==> src/rtl/hpb_pkg.sv <==
package hpb_pkg;
  localparam int BUS_W  = 16;
  localparam int BYTE_W = 8;

  typedef logic [BUS_W-1:0]  word_t;
  typedef logic [BYTE_W-1:0] byte_t;

  typedef enum logic {PH_HI = 1'b0, PH_LO = 1'b1} phase_e;

  typedef struct packed {
    logic wr;
    logic rd;
    logic cd;
  } bus_ev_t;
endpackage

==> src/rtl/hpb_sync.sv <==
module hpb_sync #(
  parameter int W = 1,
  parameter int STAGES = 2,
  parameter logic [W-1:0] RST_VAL = '0
) (
  input  logic         clk,
  input  logic         rst_n,
  input  logic [W-1:0] d,
  output logic [W-1:0] q
);
  logic [W-1:0] chain [STAGES];

  for (genvar i = 0; i < STAGES; i++) begin : g_stage
    if (i == 0) begin : g_first
      always_ff @(posedge clk or negedge rst_n)
        if (!rst_n) chain[i] <= RST_VAL;
        else        chain[i] <= d;
    end else begin : g_next
      always_ff @(posedge clk or negedge rst_n)
        if (!rst_n) chain[i] <= RST_VAL;
        else        chain[i] <= chain[i-1];
    end
  end

  assign q = chain[STAGES-1];
endmodule

==> src/rtl/hpb_decode.sv <==
module hpb_decode
  import hpb_pkg::*;
#(
  parameter int SYNC_STAGES = 2
) (
  input  logic    clk,
  input  logic    rst_n,
  input  logic    mode68,
  input  logic    cs_a_n,
  input  logic    cs_b,
  input  logic    stb0,
  input  logic    stb1,
  input  logic    cd,
  input  word_t   din,
  output bus_ev_t ev,
  output word_t   din_q
);
  localparam int NPIN = 5;
  // idle: cs_a_n=1, cs_b=0, stb0=1, stb1=1, cd=0 -> not selected
  localparam logic [NPIN-1:0] PIN_IDLE = 5'b10110;

  logic [NPIN-1:0] raw, syn;
  assign raw = {cs_a_n, cs_b, stb0, stb1, cd};

  hpb_sync #(.W(NPIN), .STAGES(SYNC_STAGES), .RST_VAL(PIN_IDLE)) u_sync (
    .clk(clk), .rst_n(rst_n), .d(raw), .q(syn)
  );

  logic s_csa_n, s_csb, s_stb0, s_stb1, s_cd;
  assign {s_csa_n, s_csb, s_stb0, s_stb1, s_cd} = syn;

  logic sel, wr_act, rd_act, wr_prev, rd_prev, cd_q;
  assign sel    = !s_csa_n && s_csb;
  assign wr_act = sel && (mode68 ? (s_stb1 && !s_stb0) : !s_stb0);
  assign rd_act = sel && (mode68 ? (s_stb1 &&  s_stb0) : !s_stb1);

  always_ff @(posedge clk or negedge rst_n) begin
    if (!rst_n) begin
      wr_prev <= 1'b0;
      rd_prev <= 1'b0;
      cd_q    <= 1'b0;
      din_q   <= '0;
    end else begin
      wr_prev <= wr_act;
      rd_prev <= rd_act;
      if (wr_act || rd_act) cd_q  <= s_cd;
      if (wr_act)           din_q <= din;
    end
  end

  // transfer completes on the synchronised release of the strobe
  assign ev.wr = wr_prev && !wr_act;
  assign ev.rd = rd_prev && !rd_act;
  assign ev.cd = cd_q;
endmodule

==> src/rtl/hpb_wr_path.sv <==
module hpb_wr_path
  import hpb_pkg::*;
(
  input  logic   clk,
  input  logic   rst_n,
  input  logic   wide,
  input  phase_e phase,
  input  logic   ev_wr,
  input  logic   ev_cd,
  input  word_t  din_q,
  input  logic   cmd_ready,
  input  logic   pix_ready,
  output logic   cmd_valid,
  output byte_t  cmd_data,
  output logic   pix_valid,
  output word_t  pix_data,
  output logic   adv
);
  logic  data_ev, cmd_ev, pix_emit;
  byte_t hi_q;
  word_t pix_word;

  assign data_ev  = ev_wr && ev_cd;
  assign cmd_ev   = ev_wr && !ev_cd;
  assign pix_emit = data_ev && (wide || phase == PH_LO);
  assign pix_word = wide ? din_q : {hi_q, din_q[BYTE_W-1:0]};
  assign adv      = data_ev && !wide;

  always_ff @(posedge clk or negedge rst_n) begin
    if (!rst_n) hi_q <= '0;
    else if (data_ev && !wide && phase == PH_HI) hi_q <= din_q[BYTE_W-1:0];
  end

  always_ff @(posedge clk or negedge rst_n) begin
    if (!rst_n) begin
      cmd_valid <= 1'b0;
      cmd_data  <= '0;
    end else begin
      if (cmd_valid && cmd_ready) cmd_valid <= 1'b0;
      if (cmd_ev && !(cmd_valid && !cmd_ready)) begin
        cmd_valid <= 1'b1;
        cmd_data  <= din_q[BYTE_W-1:0];
      end
    end
  end

  always_ff @(posedge clk or negedge rst_n) begin
    if (!rst_n) begin
      pix_valid <= 1'b0;
      pix_data  <= '0;
    end else begin
      if (pix_valid && pix_ready) pix_valid <= 1'b0;
      if (pix_emit && !(pix_valid && !pix_ready)) begin
        pix_valid <= 1'b1;
        pix_data  <= pix_word;
      end
    end
  end
endmodule

==> src/rtl/hpb_rd_path.sv <==
module hpb_rd_path
  import hpb_pkg::*;
(
  input  logic   clk,
  input  logic   rst_n,
  input  logic   wide,
  input  phase_e phase,
  input  logic   ev_rd,
  input  logic   ev_cd,
  input  logic   addr_upd,
  input  logic   req_ready,
  input  logic   rsp_valid,
  input  word_t  rsp_data,
  output logic   req_valid,
  output word_t  drive_word,
  output logic   adv
);
  logic  primed_q, data_ev, fetch;
  word_t latch_q;
  byte_t lane;

  assign data_ev = ev_rd && ev_cd && !addr_upd;
  assign fetch   = data_ev && (!primed_q || wide || phase == PH_LO);
  assign adv     = data_ev && primed_q && !wide;

  always_ff @(posedge clk or negedge rst_n) begin
    if (!rst_n) begin
      primed_q  <= 1'b0;
      req_valid <= 1'b0;
      latch_q   <= '0;
    end else begin
      if (addr_upd)     primed_q <= 1'b0;
      else if (data_ev) primed_q <= 1'b1;

      if (fetch)          req_valid <= 1'b1;
      else if (req_ready) req_valid <= 1'b0;

      if (rsp_valid) latch_q <= rsp_data;
    end
  end

  assign lane       = (phase == PH_HI) ? latch_q[BUS_W-1 -: BYTE_W] : latch_q[BYTE_W-1:0];
  assign drive_word = wide ? latch_q : {{(BUS_W-BYTE_W){1'b0}}, lane};
endmodule

==> src/rtl/hpb_port.sv <==
module hpb_port
  import hpb_pkg::*;
#(
  parameter int SYNC_STAGES = 2
) (
  input  logic              clk,
  input  logic              rst_n,
  input  logic              cfg_mode68,
  input  logic              cfg_wide,
  input  logic              bus_cs_a_n,
  input  logic              bus_cs_b,
  input  logic              bus_cd,
  input  logic              bus_stb0,
  input  logic              bus_stb1,
  input  logic [BUS_W-1:0]  bus_din,
  output logic [BUS_W-1:0]  bus_dq_o,
  output logic              bus_oe,
  input  logic              addr_upd,
  output logic              cmd_valid,
  input  logic              cmd_ready,
  output logic [BYTE_W-1:0] cmd_data,
  output logic              pix_valid,
  input  logic              pix_ready,
  output logic [BUS_W-1:0]  pix_data,
  output logic              rd_req_valid,
  input  logic              rd_req_ready,
  input  logic              rd_rsp_valid,
  input  logic [BUS_W-1:0]  rd_rsp_data
);
  bus_ev_t ev;
  word_t   din_q, drive_word;
  phase_e  phase_q;
  logic    wr_adv, rd_adv, ev_wr_w, ev_rd_w;

  hpb_decode #(.SYNC_STAGES(SYNC_STAGES)) u_decode (
    .clk(clk), .rst_n(rst_n), .mode68(cfg_mode68),
    .cs_a_n(bus_cs_a_n), .cs_b(bus_cs_b), .stb0(bus_stb0), .stb1(bus_stb1),
    .cd(bus_cd), .din(bus_din), .ev(ev), .din_q(din_q)
  );

  assign ev_wr_w = ev.wr;
  assign ev_rd_w = ev.rd;

  // byte phase shared by both directions; control cycles and address updates restart it
  always_ff @(posedge clk or negedge rst_n) begin
    if (!rst_n)                          phase_q <= PH_HI;
    else if (addr_upd)                   phase_q <= PH_HI;
    else if ((ev.wr || ev.rd) && !ev.cd) phase_q <= PH_HI;
    else if (wr_adv || rd_adv)           phase_q <= (phase_q == PH_HI) ? PH_LO : PH_HI;
  end

  hpb_wr_path u_wr (
    .clk(clk), .rst_n(rst_n), .wide(cfg_wide), .phase(phase_q),
    .ev_wr(ev.wr), .ev_cd(ev.cd), .din_q(din_q),
    .cmd_ready(cmd_ready), .pix_ready(pix_ready),
    .cmd_valid(cmd_valid), .cmd_data(cmd_data),
    .pix_valid(pix_valid), .pix_data(pix_data), .adv(wr_adv)
  );

  hpb_rd_path u_rd (
    .clk(clk), .rst_n(rst_n), .wide(cfg_wide), .phase(phase_q),
    .ev_rd(ev.rd), .ev_cd(ev.cd), .addr_upd(addr_upd),
    .req_ready(rd_req_ready), .rsp_valid(rd_rsp_valid), .rsp_data(rd_rsp_data),
    .req_valid(rd_req_valid), .drive_word(drive_word), .adv(rd_adv)
  );

  // pad drive follows the raw pins so data is present for the whole strobe
  logic sel_raw, rd_raw;
  assign sel_raw  = !bus_cs_a_n && bus_cs_b;
  assign rd_raw   = cfg_mode68 ? (bus_stb1 && bus_stb0) : !bus_stb1;
  assign bus_oe   = sel_raw && rd_raw;
  assign bus_dq_o = bus_cd ? drive_word : '0;
endmodule

==> config.mk <==
export PLATFORM = sky130hd
export DESIGN_NAME = hpb_port
export DESIGN_NICKNAME = d
export VERILOG_FILES = /design/src/rtl/hpb_pkg.sv /design/src/rtl/hpb_sync.sv /design/src/rtl/hpb_decode.sv /design/src/rtl/hpb_wr_path.sv /design/src/rtl/hpb_rd_path.sv /design/src/rtl/hpb_port.sv
export SDC_FILE = /design/constraint.sdc
export NUM_CORES = 1
export LEC_CHECK = 0
export BUFFER_PORTS_ARGS = -buffer_cell sky130_fd_sc_hd__buf_2
export CAP_MARGIN = 20
export CORE_MARGIN = 2
export CORE_UTILIZATION = 40
export DETAILED_ROUTE_END_ITERATION = 12
export HOLD_SLACK_MARGIN = 0.06
export SYNTH_ARGS = -nofsm -noshare
export SYNTH_HDL_FRONTEND = slang
export SYNTH_SLANG_ARGS = --single-unit
==> constraint.sdc <==
create_clock -name clk -period 2.6 [get_ports clk]
set_clock_uncertainty 0.15 [all_clocks]
set_input_delay 0.78 -clock clk [delete_from_list [all_inputs] [get_ports clk]]
set_output_delay 0.78 -clock clk [all_outputs]
set_load 0.02 [all_outputs]
# ---- Word level (Yosys, flattened, before mapping)
# Index checks and enable logic that the tools add are counted.
dict set report classes {
  bitwise 1
  n_mux 19
  n_reduce_logical 53
}
# operator count
set ops {}
lappend ops {{2-to-1 mux 16 bit} 3}
lappend ops {{logical AND 1 bit} 27}
lappend ops {{logical NOT 1 bit} 15}
lappend ops {{2-to-1 mux 1 bit} 15}
lappend ops {{2-to-1 mux 8 bit} 1}
lappend ops {{nonzero test 2 bit} 4}
lappend ops {{logical OR 1 bit} 6}
lappend ops {{nonzero test 3 bit} 1}
lappend ops {{inverter 1 bit} 1}
dict set report word_totals {
  word_cells 88
  register_bits 82
  out_inout_bits 44
}

# ---- Depth between registers and ports, before layout
# Gate-level depths: netlist of the first run.
dict set report logic_depth {
  word_depth 13
  depth_mapped 6
}

# ---- Hierarchy
# Synthesis of the first run repeated with hierarchy kept, for this count alone.
dict set report unflattened {
  hier_cells 243
  hier_area_um2 3623.5
}
# mod instances cells_per_inst area_per_inst_um2 seq_area_each_um2
set modules_own_cells {}
lappend modules_own_cells {hpb_wr_path 1 89 1412.6 850.8}
lappend modules_own_cells {hpb_rd_path 1 61 893.4 450.4}
lappend modules_own_cells {hpb_decode 1 52 834.6 475.5}
lappend modules_own_cells {hpb_sync 1 15 295.3 257.7}
lappend modules_own_cells {hpb_port 1 26 187.7 25.0}

# ---- Least setup slack after synthesis of the first run
# Ideal clock, no wire load.
dict set report synth_timing {
  path_type {input-to-output}
  start {in cfg_wide}
  end {out bus_dq_o[0]}
  t_arrival_ns 2.099
  setup_slack_ns -0.429
  required_time_ns 1.670
  path_buffers 2
  path_stages 5
  cell_sequence {clkbuf_1 > clkbuf_1 > nor2_1 > nand2_1 > a21boi_0}
}
dict set report synth_between {
  elab_chain_cells 2
}
# item line_no
set synth_lines {}
lappend synth_lines {{start, declared} hpb_port.sv:9} ;# input logic cfg_wide,
lappend synth_lines {{2-to-1 mux 16 bit} hpb_rd_path.sv:43} ;# assign drive_word = wide ? latch_q : {{(BUS_W-BYTE_W){1'b0}}, lane};
lappend synth_lines {{2-to-1 mux 16 bit} hpb_port.sv:72} ;# assign bus_dq_o = bus_cd ? drive_word : '0;
lappend synth_lines {{end, declared} hpb_port.sv:16} ;# output logic [BUS_W-1:0] bus_dq_o,
# Every way passes these cells.

# ---- Final worst setup path of the first run
dict set report layout_timing {
  start {in cfg_wide}
  end {out bus_dq_o[2]}
}
# Same word-level chain as after synthesis.

==> impl_metrics.json, run 1 <==
{
  "p_leak_uw": 0.00207,
  "p_per_area_nw_per_um2": 822,
  "synth_xor_area_share_pct": 0,
  "hpwl_mm": 5.04,
  "post_cts_buffers": 0,
  "cts_tree": "done",
  "clk_latency_ns": 0.34,
  "drc": 0,
  "vias": 2268,
  "antenna_left": 0,
  "first_pass_iters": 5,
  "synth_edf_count": 0,
  "synth_top_area_cell": "dfrtp_1",
  "synth_simple_gate_area_share_pct": 7.46,
  "syn2layout_area_growth_pct": 27.2,
  "synth_top_area_share_pct": 56.1,
  "maxSlewViolCount": 0,
  "status": "completed",
  "ctsHoldBuffers": 0,
  "synth_cells": 240,
  "numPortBuffers": 89,
  "cts_buffer_depth": 2,
  "via_per_inst": 5.05,
  "grt-ovfl-total": 0,
  "cts_made_buffers": 9,
  "layout.nets": 385,
  "drt-total-wl_mm": 7.20,
  "synthAdderAreaFrac_pct": 0,
  "rows": 33,
  "ys_seq_area_share_pct": 60.8,
  "ctsRootBufferMaster": "clkbuf_8",
  "finalHoldViolCount": 0,
  "worst-slew-pin-transition_ns": 0.762,
  "cts_max_level": 3,
  "globalplace.congestion": 0.714,
  "path_clk_slew_ns": 0.08,
  "synth_common_cells": "76 x dfrtp_1, 70 x mux2_2, 16 x nand2_1",
  "dieArea_um2": 9220,
  "ir_worst_vdd_v": 0.000468,
  "grt_pass1_vias": 2355,
  "ioPinCount": 90,
  "worstPathArrival_ns": 1.58,
  "coreArea_um2": 8220,
  "endpoint_kind": "output pin",
  "die_y_um": 96.0,
  "required_ns": 1.67,
  "slew_headroom_pct": 48.9,
  "grt_setup_unrepaired": "no",
  "ys_ff_latch": 82,
  "maxCapViolations": 0,
  "hp-class": "in -> async",
  "synth_top_flop_cell": "dfrtp_1",
  "yosys.cell_count.top_type": "dfrtp_1",
  "muxShareOfSynthArea_pct": 23.9,
  "clock.fmax_mhz": 398,
  "wl_met1_mm": 3.21,
  "power_uw": 3540,
  "grt_pass1_wl_mm": 11.6,
  "synth_nets": 286,
  "initial_core_util_pct": 41.2,
  "dr_wl_met2_mm": 3.42,
  "ys_types": 38,
  "tns_ns": 0,
  "synth_top_family_by_area": "multiplexers",
  "die_w_um": 96.0,
  "wl_per_cell_um": 16.0,
  "crit_path_max_fanout": 9,
  "clock_sinks": 82,
  "fin_crit_sh_pct": 96.7,
  "grtUsageTotal_pct": 16.8,
  "num_antenna_cells": 0,
  "ys_async_sr_fraction_pct": 100,
  "synth_compound_area_share_pct": 5.69,
  "netlist_area_um2": 3390,
  "top_layer": "met4",
  "antenna_found_initial": 0,
  "drive_above_1_share_pct": 59.0,
  "grt_max_degree": 57,
  "crit_path_start_kind": "input pin",
  "fin_crit_ns": 2.51,
  "setup_violations": 0,
  "yosysWarnings": 0,
  "critical_path_class": "in -> out",
  "first_iter_violations": 68,
  "dr_wl_met3_um": 470,
  "avgSynthCellArea_um2": 14.1,
  "synth_area_leaders": "dfrtp_1 56%, mux2_2 23%, dfstp_2 4.7%, a21boi_0 1.8%, nand2_1 1.8%",
  "regToRegSetupSlack_ns": 0.48
}
worst paths after layout:
check	to	cells after the start	start
max	bus_dq_o[2]	5	cfg_wide
max in group asynchronous	u_decode.u_sync.chain[9]	2	rst_n
min reg2reg	u_decode.u_sync.q[4]	0	u_decode.u_sync.chain[9]
min in group clk	u_decode.u_sync.q[4]	0	u_decode.u_sync.chain[9]
max reg2reg	u_wr.cmd_data[3]	4	u_decode.u_sync.q[4]
min	u_wr.cmd_data[0]	1	rst_n
kinds of logic after synthesis:
family	Yosys count
simple gates	44
flops	82
compound gates	25
buf+inv	17
mux	72
worst max-delay path, stage by stage:
cell and delay [ns]:
buf_2 0.14, or2_4 0.31, nand2_1 0.14, a21boi_4 0.06
buf_2 0.15
timing repair:
item	4_1_cts	5_1_grt
gates resized for setup	1	0
endpoints found under the hold margin	0	0
pin swaps	0	1
gates cloned	0	0
setup endpoints to repair	8	1
sequential cells by signal (all words and copies together) (netlist names):
register               cells
u_decode.din_q            16
u_rd.latch_q              16
u_wr.pix_data             16
u_wr.cmd_data              8
u_wr.hi_q                  8
u_decode.u_sync.chain      5
u_decode.u_sync.q          5
phase_q                    1
u_decode.cd_q              1
u_decode.rd_prev           1
u_decode.wr_prev           1
u_rd.primed_q              1
u_rd.req_valid             1
u_wr.cmd_valid             1
u_wr.pix_valid             1
cell usage in the layout, fill, tap and decap left out, types with 3 or more instances in the layout:
cell type,netlist,final
nand2_1,16,16
clkbuf_1,5,4
and3_1,8,8
a21oi_1,3,3
buf_2,4,88
a21boi_4,0,8
o21ai_0,3,3
buf_12,0,3
mux2_2,70,70
buf_4,1,8
dfrtp_1,76,76
inv_1,5,5
dfstp_2,6,6
clkbuf_8,0,9
routing by layer:
layer,vias up,GRT usage (%)
met1,1130,22.1
met4,0,7.62
met5,-,0
li1,1058,-
met2,70,26.2
met3,10,4.23
where the power goes:
group,switching [uW],internal (uW),total (uW)
clock,426,443,869
sequential,172,1580,1750
combinational,479,442,921
layout make-up:
class	instances	area [um2]
Sequential cell	82	2060
Tap cell	105	131
Fill cell	732	3910
Clock buffer	13	139
Multi-Input combinational cell	141	1360
Inverter	6	22.5
Clock inverter	3	40.0
Timing Repair Buffer	99	561
stage by stage:
stage / hold WS (ns) / setup slack [ns] / utilization [%] / area [um2] / std cells
3_5_place_dp: 0.193 / -0.0215 / 50.2 / 4130 / 433
5_1_grt: 0.202 / 0.00363 / 52.4 / 4310 / 449
2_1_floorplan: 0.181 / 0.00848 / - / 3490 / 240
3_3_place_gp: 0.182 / 0.00939 / 50.2 / 4130 / 433
4_1_cts: 0.188 / 0.0543 / 52.4 / 4310 / 449
6_report: 0.191 / 0.0859 / 52.4 / 4310 / 449
Power figures use the tool's default switching activity.
==> run 2: changes to the inputs <==
Settings changed: CORE_UTILIZATION 40 to 53, MAX_ROUTING_LAYER set to met4, PLACE_DENSITY set to 0.79, SYNTH_HIERARCHICAL set to 1.
==> run 2 against run 1 <==
Net effect:
- the run now ends with negative setup slack left
- total power grew 7.3%
- die area fell by 19%
- non-clock buffer count unchanged
- critical path depth is 1 higher
- cell count is 5.6% lower
- sequential share of layout area down 2.1 points
==> impl_metrics.json, run 2 <==
{
  "critPathBufInv": 3,
  "maxSlewViolCount": 0,
  "worst-r2r-cell-count": 7,
  "path_clk_slew_ns": 0.08,
  "synth_cells": 243,
  "grt_max_degree": 36,
  "drc": 0,
  "finalHoldViolCount": 0,
  "clock.fmax_mhz": 379,
  "grt-ovfl-total": 0,
  "crit_path_frequent_cell": "buf_6",
  "vias": 2224,
  "rows": 30,
  "slew_headroom_pct": 70.1,
  "synth_common_cells": "76 x dfrtp_1, 52 x mux2_2, 24 x and2_1",
  "ir_worst_vdd_v": 0.000468,
  "violations": "negative setup slack",
  "critical_path_class": "in -> out",
  "p_per_area_nw_per_um2": 843,
  "crit_path_max_fanout": 8,
  "grtUsageTotal_pct": 21.3,
  "first_iter_violations": 110,
  "final_cell_mix": "79 x buf_2, 76 x dfrtp_1, 44 x mux2_2",
  "critPathMaxStageDelay_ns": 0.31,
  "fin_ws_ns": -0.0408,
  "crit_path_start_kind": "input pin",
  "seq_area_um2": 2060,
  "multi_input_area_um2": 1460,
  "synth_top_area_share_pct": 52.5,
  "synth_nets": 289,
  "synth_edf_count": 0,
  "tns_ns": -0.257,
  "globalplace.congestion": 0.877,
  "cts_made_buffers": 9,
  "slowest_stage": "mux2_4",
  "fin_crit_sh_pct": 102,
  "worst-slew-pin-transition_ns": 0.448,
  "grt_pass1_vias": 2341,
  "coreArea_um2": 6720,
  "worstPathArrival_ns": 1.71,
  "p_leak_uw": 0.00222,
  "post-route-util_pct": 67.1,
  "yosysWarnings": 6,
  "cts_buffer_depth": 2,
  "top_regs": "u_decode/din_q x16, u_rd/latch_q x16, u_wr/pix_data x16",
  "setup_violations": 8,
  "initial_core_util_pct": 53.9,
  "finalHoldWorstSlack_ns": 0.189,
  "hpwl_mm": 4.89,
  "fin_cells": 424,
  "grt_pass1_wl_mm": 11.8,
  "avgSynthCellArea_um2": 14.9,
  "grt_setup_unrepaired": "yes",
  "num_antenna_cells": 0,
  "power_uw": 3800,
  "ys_seq_area_share_pct": 56.8,
  "synth_top_area_cell": "dfrtp_1",
  "clock_sinks": 82,
  "maxCapViolations": 0,
  "synth_area_leaders": "dfrtp_1 52%, mux2_2 16%, mux2_4 7.5%, dfstp_2 4.4%, and2_1 4.1%",
  "worst-path-stages": 6,
  "die_y_um": 86.7,
  "drive_above_1_share_pct": 59.6,
  "synth_top_flop_cell": "dfrtp_1",
  "yosys.cell_count.top_type": "dfrtp_1",
  "numPortBuffers": 89,
  "die_w_um": 86.7,
  "ys_async_sr_fraction_pct": 100,
  "ctsRootBufferMaster": "clkbuf_8",
  "layout.nets": 386,
  "crit_chain": "buf_6 > nor2_4 > buf_12 > mux2_4 > and2_4 > buf_6",
  "drt-total-wl_mm": 7.07,
  "wl_per_cell_um": 16.7,
  "ys_types": 38,
  "first_pass_iters": 4,
  "status": "complete, but fails checks",
  "dp.cells": 408,
  "netlist_area_um2": 3620,
  "path_delay_family": "buffers and inverters",
  "via_per_inst": 5.25,
  "ioPinCount": 90,
  "antenna_left": 0,
  "ys_ff_latch": 82,
  "syn2layout_area_growth_pct": 24.5,
  "hp-class": "reg -> reg",
  "num-fill-cells": 502,
  "clk_latency_ns": 0.34,
  "dieArea_um2": 7510,
  "required_ns": 1.67,
  "cts_tree": "done",
  "fin_crit_ns": 2.64,
  "whs_path_depth": 0,
  "cts_max_level": 3,
  "endpoint_kind": "output pin",
  "antenna_found_initial": 0,
  "layout_commonest_cell": "buf_2"
}
[run 2: cell count changes after synthesis, moves of 4 or more]
cell,previous run,this run
and3_1,8,1
a21boi_0,8,0
mux2_4,0,18
and2_1,0,24
mux2_1,2,10
mux2_2,70,52
nand2_1,16,1
buf_2,4,0
buf_4,1,7
clkbuf_1,5,1
[run 2: stage by stage]
stage	area, um2	worst slack [ns]
3_5_place_dp	4170	-0.171
6_report	4510	-0.0408
2_1_floorplan	3620	0.0907
3_3_place_gp	4170	-0.111
5_1_grt	4510	-0.0575
4_1_cts	4510	-0.0323
[run 2: final timing paths]
path / slack [ns] / start / end
worst max register to register: 0.43 / u_decode/u_sync/q[4] / u_wr/hi_q[5]
min in group asynchronous: 0.23 / rst_n / u_rd/latch_q[2]
worst min register to register: 0.19 / u_decode/u_sync/chain[5] / u_decode/u_sync/q[0]
max in group asynchronous: 1.41 / rst_n / u_decode/u_sync/chain[6]
worst min-delay path: 0.19 / u_decode/u_sync/chain[5] / u_decode/u_sync/q[0]
worst max-delay path: -0.04 / cfg_wide / bus_dq_o[7]
[run 2: timing repair]
item                                    in CTS  in global routing
gates resized for setup                     34                  0
hold buffers                                 0                  0
hold endpoints to repair                     0                  0
buffers inserted                             1                  0
pin swaps                                    1                  0
endpoints found under the setup margin       8                  8
[run 2: kinds of logic (layout without fill, tap and decap cells)]
logic type      Yosys count  count (layout)  synth area share [%]
simple gates             47              47                  9.29
compound gates           14              14                  3.00
buf+inv                  20             121                  4.14
flops                    82              82                  56.8
mux                      80              80                  26.7
[run 2: metal layers]
layer	vias up	global-route usage [%]	share of wire, %
met2	56	31.6	50
met1	1118	28.3	44
li1	1038	-	-
met4	0	7.95	2.1
met5	-	-	0
met3	12	5.81	3.9
[run 2: layout make-up]
type / instances / share of cell area [%]
Sequential cell: 82 / 45.7
Multi-Input combinational cell: 141 / 32.5
Timing Repair Buffer: 99 / 14.2
Clock buffer: 13 / 3.52
Tap cell: 80 / 2.22
Clock inverter: 2 / 1.33
Inverter: 7 / 0.583
[run 2: report_power, final]
| part | internal [uW] | switching (uW) | total [uW] |
|---|---|---|---|
| Clock | 590 | 421 | 1010 |
| Combinational | 511 | 501 | 1010 |
| Sequential | 1590 | 184 | 1780 |
| Total | 2690 | 1110 | 3800 |
